[src/rtl/osb_pkg.sv]
package osb_pkg;
  localparam int unsigned RATIO_FRAC = 8;
  localparam int unsigned GAIN_W     = 12;
  localparam int unsigned GAIN_FRAC  = 8;
  localparam int unsigned N_SEG      = 6;
  localparam int unsigned SEG_IDX_W  = $clog2(N_SEG + 1);

  typedef logic [GAIN_W-1:0] gain_t;

  typedef enum logic [1:0] {
    BAND_LOW  = 2'd0,
    BAND_MID  = 2'd1,
    BAND_HIGH = 2'd2,
    BAND_RSVD = 2'd3
  } fclass_e;

  localparam gain_t ONE_Q = gain_t'(1 << GAIN_FRAC);

  // ratio thresholds (Q8) for -5, 0, 5, 10, 15, 20 dB
  localparam int unsigned SEG_THR [N_SEG] = '{144, 256, 455, 810, 1440, 2560};

  // alpha per segment, Q4.8, stepped at each segment's lower edge
  localparam gain_t ALPHA_TAB [N_SEG+1] = '{
    12'd1280, 12'd1216, 12'd1024, 12'd832, 12'd640, 12'd448, 12'd256
  };

  function automatic gain_t band_weight(input fclass_e c);
    case (c)
      BAND_MID:  return 12'd640;
      BAND_HIGH: return 12'd384;
      default:   return ONE_Q;
    endcase
  endfunction
endpackage

[src/rtl/osb_peak.sv]
module osb_peak #(
  parameter int unsigned W = 16
) (
  input  logic         clk_i,
  input  logic         rst_ni,
  input  logic         clr_i,
  input  logic         en_i,
  input  logic [W-1:0] d_i,
  output logic [W-1:0] peak_o,
  output logic [W-1:0] peak_next_o
);
  logic [W-1:0] held_q;
  logic [W-1:0] base;

  always_comb begin
    base        = clr_i ? '0 : held_q;
    peak_next_o = (en_i && (d_i > base)) ? d_i : base;
  end

  always_ff @(posedge clk_i or negedge rst_ni) begin
    if (!rst_ni) held_q <= '0;
    else         held_q <= peak_next_o;
  end

  assign peak_o = held_q;

  assert_peak_hold_R2: assert property (@(posedge clk_i) disable iff (!rst_ni)
    (!clr_i && !en_i) |=> (peak_o == $past(peak_o)));

  assert_peak_cover_R2: assert property (@(posedge clk_i) disable iff (!rst_ni)
    en_i |=> (peak_o >= $past(d_i)));
endmodule

[src/rtl/osb_ratio.sv]
module osb_ratio #(
  parameter int unsigned W    = 16,
  parameter int unsigned FRAC = 8,
  parameter int unsigned S    = W + FRAC
) (
  input  logic [W-1:0] num_i,
  input  logic [W-1:0] den_i,
  output logic [S-1:0] q_o
);
  logic [S-1:0] num_s;
  logic [S-1:0] den_s;

  always_comb begin
    num_s = {num_i, {FRAC{1'b0}}};
    den_s = S'(den_i);
    // zero noise peak: saturate to the top of the ratio range
    q_o   = (den_i == '0) ? '1 : (num_s / den_s);
  end
endmodule

[src/rtl/osb_factor_map.sv]
module osb_factor_map
  import osb_pkg::*;
#(
  parameter int unsigned SNR_W = 24
) (
  input  logic [SNR_W-1:0] snr_i,
  input  logic [1:0]       fclass_i,
  output gain_t            gain_o
);
  localparam int unsigned PW = 2 * GAIN_W;

  logic [N_SEG-1:0]     above;
  logic [SEG_IDX_W-1:0] seg;
  gain_t                alpha;
  gain_t                weight;

  for (genvar k = 0; k < N_SEG; k++) begin : g_thr
    assign above[k] = (snr_i >= SNR_W'(SEG_THR[k]));
  end

  always_comb begin
    // thresholds rise monotonically, so the count of passed ones is the segment
    seg    = SEG_IDX_W'($countones(above));
    alpha  = ALPHA_TAB[seg];
    weight = band_weight(fclass_e'(fclass_i));
    gain_o = gain_t'((PW'(alpha) * PW'(weight)) >> GAIN_FRAC);
  end
endmodule

[src/rtl/osb_subtract.sv]
module osb_subtract
  import osb_pkg::*;
#(
  parameter int unsigned W = 16
) (
  input  logic         clk_i,
  input  logic         rst_ni,
  input  logic         en_i,
  input  logic [W-1:0] sig_i,
  input  logic [W-1:0] noise_i,
  input  gain_t        gain_i,
  output logic [W-1:0] enh_o
);
  localparam int unsigned P = W + GAIN_W;

  logic [P-1:0] scaled;
  logic [P:0]   diff;
  logic [W-1:0] clamped;
  logic [W-1:0] enh_q;

  always_comb begin
    scaled  = (P'(noise_i) * P'(gain_i)) >> GAIN_FRAC;
    diff    = {1'b0, P'(sig_i)} - {1'b0, scaled};
    clamped = diff[P] ? '0 : W'(diff);
  end

  always_ff @(posedge clk_i or negedge rst_ni) begin
    if (!rst_ni)   enh_q <= '0;
    else if (en_i) enh_q <= clamped;
  end

  assign enh_o = enh_q;

  assert_enh_bounded_R7: assert property (@(posedge clk_i) disable iff (!rst_ni)
    en_i |=> (enh_o <= $past(sig_i)));

  assert_enh_hold_R8: assert property (@(posedge clk_i) disable iff (!rst_ni)
    !en_i |=> $stable(enh_o));
endmodule

[src/rtl/band_oversub.sv]
module band_oversub
  import osb_pkg::*;
#(
  parameter int unsigned W = 16
) (
  input  logic                    clk_i,
  input  logic                    rst_ni,
  input  logic                    frame_start_i,
  input  logic                    band_en_i,
  input  logic                    band_end_i,
  input  logic [1:0]              freq_class_i,
  input  logic [W-1:0]            sig_i,
  input  logic [W-1:0]            noise_i,
  output logic [W-1:0]            enh_o,
  output logic [W+RATIO_FRAC-1:0] snr_o,
  output logic [GAIN_W-1:0]       factor_o
);
  localparam int unsigned S     = W + RATIO_FRAC;
  localparam int unsigned N_TRK = 2;

  logic [W-1:0] trk_in   [N_TRK];
  logic [W-1:0] trk_pk   [N_TRK];
  logic [W-1:0] trk_next [N_TRK];
  logic [S-1:0] snr_next;
  gain_t        gain_next;
  logic [S-1:0] snr_q;
  gain_t        gain_q;

  assign trk_in[0] = sig_i;
  assign trk_in[1] = noise_i;

  for (genvar t = 0; t < N_TRK; t++) begin : g_trk
    osb_peak #(.W(W)) u_peak (
      .clk_i       (clk_i),
      .rst_ni      (rst_ni),
      .clr_i       (frame_start_i),
      .en_i        (band_en_i),
      .d_i         (trk_in[t]),
      .peak_o      (trk_pk[t]),
      .peak_next_o (trk_next[t])
    );
  end

  osb_ratio #(.W(W), .FRAC(RATIO_FRAC), .S(S)) u_ratio (
    .num_i (trk_next[0]),
    .den_i (trk_next[1]),
    .q_o   (snr_next)
  );

  osb_factor_map #(.SNR_W(S)) u_map (
    .snr_i    (snr_next),
    .fclass_i (freq_class_i),
    .gain_o   (gain_next)
  );

  always_ff @(posedge clk_i or negedge rst_ni) begin
    if (!rst_ni) begin
      snr_q  <= '0;
      gain_q <= ONE_Q;
    end else if (band_end_i) begin
      snr_q  <= snr_next;
      gain_q <= gain_next;
    end
  end

  osb_subtract #(.W(W)) u_sub (
    .clk_i   (clk_i),
    .rst_ni  (rst_ni),
    .en_i    (band_en_i),
    .sig_i   (sig_i),
    .noise_i (noise_i),
    .gain_i  (gain_q),
    .enh_o   (enh_o)
  );

  assign snr_o    = snr_q;
  assign factor_o = gain_q;

  assert_snr_hold_R3: assert property (@(posedge clk_i) disable iff (!rst_ni)
    !band_end_i |=> $stable(snr_o));

  assert_zero_noise_R4: assert property (@(posedge clk_i) disable iff (!rst_ni)
    (band_end_i && (trk_next[1] == '0)) |=> (&snr_o));

  assert_low_band_cap_R5: assert property (@(posedge clk_i) disable iff (!rst_ni)
    (band_end_i && (freq_class_i == BAND_LOW)) |=> (factor_o <= 12'd1280));

  assert_factor_hold_R9: assert property (@(posedge clk_i) disable iff (!rst_ni)
    !band_end_i |=> $stable(factor_o));

  // unused-peak guard: held peaks must never exceed what the next-value path allows
  assert_peak_order_R2: assert property (@(posedge clk_i) disable iff (!rst_ni)
    !frame_start_i |-> (trk_next[0] >= trk_pk[0]));
endmodule

[config.mk]
export PLATFORM = sky130hd
export DESIGN_NAME = band_oversub
export DESIGN_NICKNAME = d
export VERILOG_FILES = /design/src/rtl/osb_pkg.sv /design/src/rtl/osb_peak.sv /design/src/rtl/osb_ratio.sv /design/src/rtl/osb_factor_map.sv /design/src/rtl/osb_subtract.sv /design/src/rtl/band_oversub.sv
export SDC_FILE = /design/constraint.sdc
export NUM_CORES = 1
export LEC_CHECK = 0
export BUFFER_PORTS_ARGS = -buffer_cell sky130_fd_sc_hd__buf_4
export CAP_MARGIN = 20
export CORE_MARGIN = 4
export CORE_UTILIZATION = 55
export DETAILED_ROUTE_END_ITERATION = 10
export PLACE_DENSITY_LB_ADDON = 0.1
export SETUP_SLACK_MARGIN = 0.3
export SKIP_CTS_REPAIR_TIMING = 1
export SLEW_MARGIN = 25
export SYNTH_ARGS = -nofsm -noshare
export SYNTH_HDL_FRONTEND = slang
export SYNTH_SLANG_ARGS = --single-unit
[constraint.sdc]
create_clock -name clk_i -period 68.2 [get_ports clk_i]
set_input_delay 3.41 -clock clk_i [delete_from_list [all_inputs] [get_ports clk_i]]
set_output_delay 3.41 -clock clk_i [all_outputs]
set_load 0.05 [all_outputs]
==> results.cfg, run 1 <==
[critical_path]
endpoint = factor_o[11]
critPathMostFrequentCell = ha_1
reg2reg_depth = 271
cp-end-kind = flip-flop
crit_start = frame_start_i
cp.arrival_ns = 64.14
regToRegStartpoint = g_trk[0].u_peak.peak_o[1]
cpPeakStageDelay_ns = 0.61
r2r-end = factor_o[11]
crit_path_start_kind = input port
critPathSlowestCell = or4_1
worstPathRequired_ns = 68.42
cp_max_fo = 41
r2r_slack_ns = 7.27
path_class = input port to flip-flop

[clock_network]
cts_buffer_depth = 2
cts_root_buffer = clkbuf_16
clk-insertion-delay-late_ns = 0.39
clkSinkCount = 79
clk_pin_slew_ns = 0.06
cts_tree = yes
cts.htree.levels = 3
cts_buffers = 9

[grt]
antenna_found_initial = 3
grt_max_degree = 58
overflow = 0
grt_pass1_wl_mm = 128.8
grt_pass1_vias = 23116
grt_usage = 0.3418

[timing]
period_share = 0.9373
drv_slew = 0
setup_ws_ns = 4.278
rsz0062_at_grt = no
setup_viol = 0
worst_pin_slew_ns = 1.069
finClkSkew_ns = 0.02967
finalCriticalPeriod_ns = 63.92
hold_viol = 0
slew_headroom = 0.2814
clock.fmax_mhz = 15.64

[flow_run]
drv_cap = 0

[synth]
ys_types = 107
ys_ff_latch = 79
synth-edff-count = 0
yosys_warnings = 0
syn_area_per_cell_um2 = 7.638
ys.flop_type = dfrtp_1
syn_inst = 3119
syn_area_um2 = 23820
ys_seq_area_frac = 0.08304
synthArstFlopShare = 1.000

[final_layout]
layout.nets = 3680
n_antenna_cell = 0
fin_util = 0.6081
area_growth_pct = 8.283
drive_gt1_frac = 0.1090

[floorplanning]
die_height_um = 216.1
fp.dieW_um = 216.1
io_pins = 91
die_area_um2 = 46710
coreArea_um2 = 42420
start_util = 0.5616
rows = 75

[worst_hold_path]
hp-class = flip-flop to flip-flop

[placement]
io_buffers = 85
dp_hpwl_mm = 64.96
dp_slack_ns = -2.186
gp_congestion = 1.001

[detailed_routing]
via_count = 24271
wl_mm = 83.78
drc_errors = 0
dr.pass1.iters = 6
viasPerCell = 6.471
drt-initial-drc-count = 2039
wl_per_cell_um = 22.34
antenna_left = 0

[outcome]
status = finished clean
==> state kept, by name, summed over array words and instances (netlist names) <==
| signal | flops |
|---|---|
| factor_o | 7 |
| g_trk.u_peak.peak_o | 32 |
| snr_o | 24 |
| u_sub.enh_o | 16 |
==> cell usage after synthesis, types with 30 or more instances <==
| cell | count | area [µm²] |
|---|---|---|
| ha_1 | 395 | 4942 |
| nand2_1 | 271 | 1017 |
| nor2_1 | 259 | 972.2 |
| a21oi_1 | 251 | 1256 |
| inv_1 | 212 | 795.8 |
| o21ai_0 | 174 | 870.8 |
| xnor2_1 | 148 | 1296 |
| a21o_1 | 101 | 758.2 |
| mux2_2 | 83 | 934.7 |
| and2_1 | 82 | 513.0 |
| clkbuf_1 | 78 | 292.8 |
| dfrtp_1 | 78 | 1952 |
| fa_1 | 77 | 1541 |
| nand3_1 | 72 | 360.4 |
| xor2_1 | 70 | 613.1 |
| o21a_1 | 63 | 473.0 |
| nand2b_1 | 60 | 375.4 |
| nor3_1 | 55 | 275.3 |
| o21bai_1 | 48 | 360.4 |
| a31oi_1 | 47 | 294.0 |
| nand4_1 | 33 | 206.5 |
| nor2b_1 | 30 | 187.7 |
==> per-stage QoR <==
stage / setup TNS (ns) / hold WS, ns / cell area [µm²] / cells
after floorplan: 0 / 0.5325 / 23840 / 3123
after global placement: -0.6006 / 0.4897 / 25030 / 3717
after detailed placement: -8.117 / 0.5093 / 25030 / 3717
after CTS: -6.894 / 0.5229 / 25330 / 3733
after global routing: 0 / 0.5449 / 25790 / 3751
final: 0 / 0.5221 / 25790 / 3751
==> cell families (layout without fill, tap and decap cells) <==
logic type | after synthesis | after routing | synth area share
multiplexers | 115 | 115 | 0.05373
flip-flops | 79 | 79 | 0.08304
buffers and inverters | 311 | 359 | 0.05132
adder cells (fa/ha/maj) | 473 | 473 | 0.2726
AND/OR/NAND/NOR | 996 | 998 | 0.2047
XOR/XNOR | 218 | 218 | 0.08015
AO/OA/AOI/OAI | 926 | 927 | 0.2543
other | 1 | 5 | 0.0001574
==> per-layer routing <==
metal,global-route usage,part of all wire,vias up
met2,0.5647,0.46,1052
met3,0.05364,0.084,176
li1,-,-,11415
met5,0,0.00032,-
met1,0.4595,0.42,11624
met4,0.1109,0.035,4
==> cell type report <==
type / instances / area (µm²)
sequential: 79 / 1978
fill: 3960 / 16620
clock inverter: 5 / 63.81
inverter: 214 / 803.3
tap: 577 / 721.9
timing repair buffer: 129 / 984.7
clock buffer: 11 / 242.7
multi-input combinational: 2736 / 21000
==> cell usage in the layout, fill, tap and decap left out, drive strengths merged, types with 24 or more instances in the layout <==
cell / count
ha: 395
nand2: 272
nor2: 259
a21oi: 251
inv: 216
o21ai: 185
xnor2: 148
buf: 129
a21o: 101
mux2: 87
and2: 85
dfrtp: 78
fa: 77
nand3: 72
xor2: 70
o21a: 64
nand2b: 60
nor3: 56
o21bai: 48
a31oi: 48
nand4: 34
nor2b: 30
mux2i: 28
or3: 27
a211oi: 26
o211ai: 25
or2: 24
==> worst max-delay path: cells and delay by family <==
| family | cells | cell delay (ns) |
|---|---|---|
| AOI/OAI and AO/OA | 141 | 27.58 |
| xor gates and xnor gates | 5 | 0.90 |
| adders and majority gates | 33 | 10.13 |
| buffers and inverters | 18 | 2.29 |
| muxes | 10 | 3.66 |
| and+or+nand+nor | 65 | 15.95 |
==> worst min path at each step <==
stage	startpoint	endpoint	cells past startpoint	slack, ns
2_1_floorplan	g_trk[0].u_peak.peak_o[11]	g_trk[0].u_peak.peak_o[11]	2	0.53
3_3_place_gp	snr_o[3]	snr_o[3]	1	0.49
5_1_grt	snr_o[4]	snr_o[4]	1	0.54
3_5_place_dp	snr_o[5]	snr_o[5]	1	0.51
4_1_cts	snr_o[5]	snr_o[5]	1	0.52
6_report	snr_o[3]	snr_o[3]	1	0.52
Power of run 1 is left out: the tool's default activity adds up to more than one toggle a clock period on the data nets, which glitch-free logic cannot reach.
==> inputs of run 2 (changes only) <==
- CORE_ASPECT_RATIO: not set -> 0.9
==> run 2 against run 1 <==
Global-route usage down 0.49 points. Clock-buffer cell count up 1. Wire length down 3.2%. Cell count down 0.45%. Core utilization down 0.80 points. First-iteration DRC count up 15%. Register-to-register slack better by 0.09 ns. Hold slack better by 0.00074 ns. Die area about the same. Via count down 0.11%. Non-clock buffer count up 5. Critical path type unchanged.
==> results.cfg, run 2 (synthesis results as in run 1) <==
[placement]
gp_congestion = 0.9988
dp_hpwl_mm = 63.67
io_buffers = 85

[grt]
grt_max_degree = 72
overflow = 0
grt_pass1_wl_mm = 125.4
grt_pass1_vias = 23020
grt_usage = 0.3369
antenna_found_initial = 1

[final_layout]
fillerInstances = 3992
multiInputGateArea_um2 = 20960
layout.nets = 3684
final_common_cell = ha_1
seq_area_um2 = 1978
drive_gt1_frac = 0.1092
largest_reg_flops = 32
area_growth_pct = 8.031
layout_common_cells = ha_1 (395), nand2_1 (268), nor2_1 (252)

[timing]
clock.fmax_mhz = 15.66
drv_slew = 0
worst_pin_slew_ns = 0.8530
setup_viol = 0
finClkSkew_ns = 0.009599
slew_headroom = 0.4314
finalCriticalPeriod_ns = 63.87
hold_viol = 0
holdWs_ns = 0.5228
period_share = 0.9366
rsz0062_at_grt = no

[detailed_routing]
drc_errors = 0
via_count = 24245
viasPerCell = 6.493
wl_per_cell_um = 21.72
dr.pass1.iters = 5
wl_mm = 81.10
drt-initial-drc-count = 2352
antenna_left = 0

[floorplanning]
fp.dieW_um = 227.4
coreArea_um2 = 42880
die_height_um = 205.4
die_area_um2 = 46710
start_util = 0.5555
io_pins = 91
rows = 72

[worst_hold_path]
hp-class = flip-flop to flip-flop

[clock_network]
cts.htree.levels = 3
clk-insertion-delay-late_ns = 0.38
clk_pin_slew_ns = 0.07
cts_buffer_depth = 2
cts_tree = yes
clkSinkCount = 79
cts_buffers = 9
cts_root_buffer = clkbuf_16

[critical_path]
worstPathRequired_ns = 68.42
cp.arrival_ns = 64.10
critPathSlowestCell = or4_1
crit_path_start_kind = input port
cpPeakStageDelay_ns = 0.62
path_class = input port to flip-flop
cp-end-kind = flip-flop
cp_max_fo = 41

[outcome]
status = finished clean

[flow_run]
drv_cap = 0
-- run 2: cell types whose count changed in the layout (fill, tap and decap cells not counted), sizes merged --
cell / change
clkbuf: +1
inv: -1
diode: +1
bufinv: -1
buf: +5
a21boi: -1
clkinvlp: +1
-- run 2: through the flow --
step | cells | area (µm²) | utilization | setup WS, ns | TNS, ns
2_1_floorplan | 3123 | 23840 | - | 5.957 | 0
3_3_place_gp | 3697 | 25010 | 0.5833 | 0.7906 | 0
3_5_place_dp | 3697 | 25010 | 0.5833 | -0.8683 | -1.532
4_1_cts | 3713 | 25300 | 0.5900 | -0.7658 | -1.208
5_1_grt | 3733 | 25730 | 0.6001 | 0.2444 | 0
6_report | 3734 | 25730 | 0.6001 | 4.325 | 0
-- run 2: layer usage --
metal  up-vias  share of wire  track usage
li1      11420              -            -
met1     11579           0.45       0.4751
met4         2          0.037       0.1061
met5         -        0.00021            0
met3       201          0.079      0.04950
met2      1043           0.44       0.5323
-- run 2: critical path, delay by kind of cell --
| family | cells | cell delay [ns] |
|---|---|---|
| AOI/OAI and AO/OA | 145 | 30.50 |
| xor gates and xnor gates | 5 | 0.93 |
| adders and majority gates | 34 | 10.61 |
| buffers and inverters | 17 | 2.45 |
| muxes | 9 | 3.06 |
| and+or+nand+nor | 53 | 12.92 |
-- run 2: final timing paths --
| check | from | to | slack (ns) | cells after the start |
|---|---|---|---|---|
| worst max register to register | g_trk[1].u_peak.peak_o[1] | factor_o[11] | 7.36 | 263 |
| worst max-delay path | frame_start_i | factor_o[11] | 4.33 | 263 |
| min in group asynchronous | rst_ni | snr_o[14] | 2.86 | 1 |
| max in group asynchronous | rst_ni | factor_o[11] | 64.37 | 2 |
| worst min-delay path | snr_o[5] | snr_o[5] | 0.52 | 1 |
| worst min register to register | snr_o[5] | snr_o[5] | 0.52 | 1 |
-- run 2: layout make-up --
cell class | instances | share of cell area
well taps | 555 | 0.02698
repair buffers | 134 | 0.03938
clock inverters | 4 | 0.001118
multi-input cells | 2735 | 0.8144
clock buffers | 12 | 0.009967
inverters | 214 | 0.03121
diodes | 1 | 0.00009724
flip-flops and latches | 79 | 0.07687
Power of run 2 is left out for the same reason.
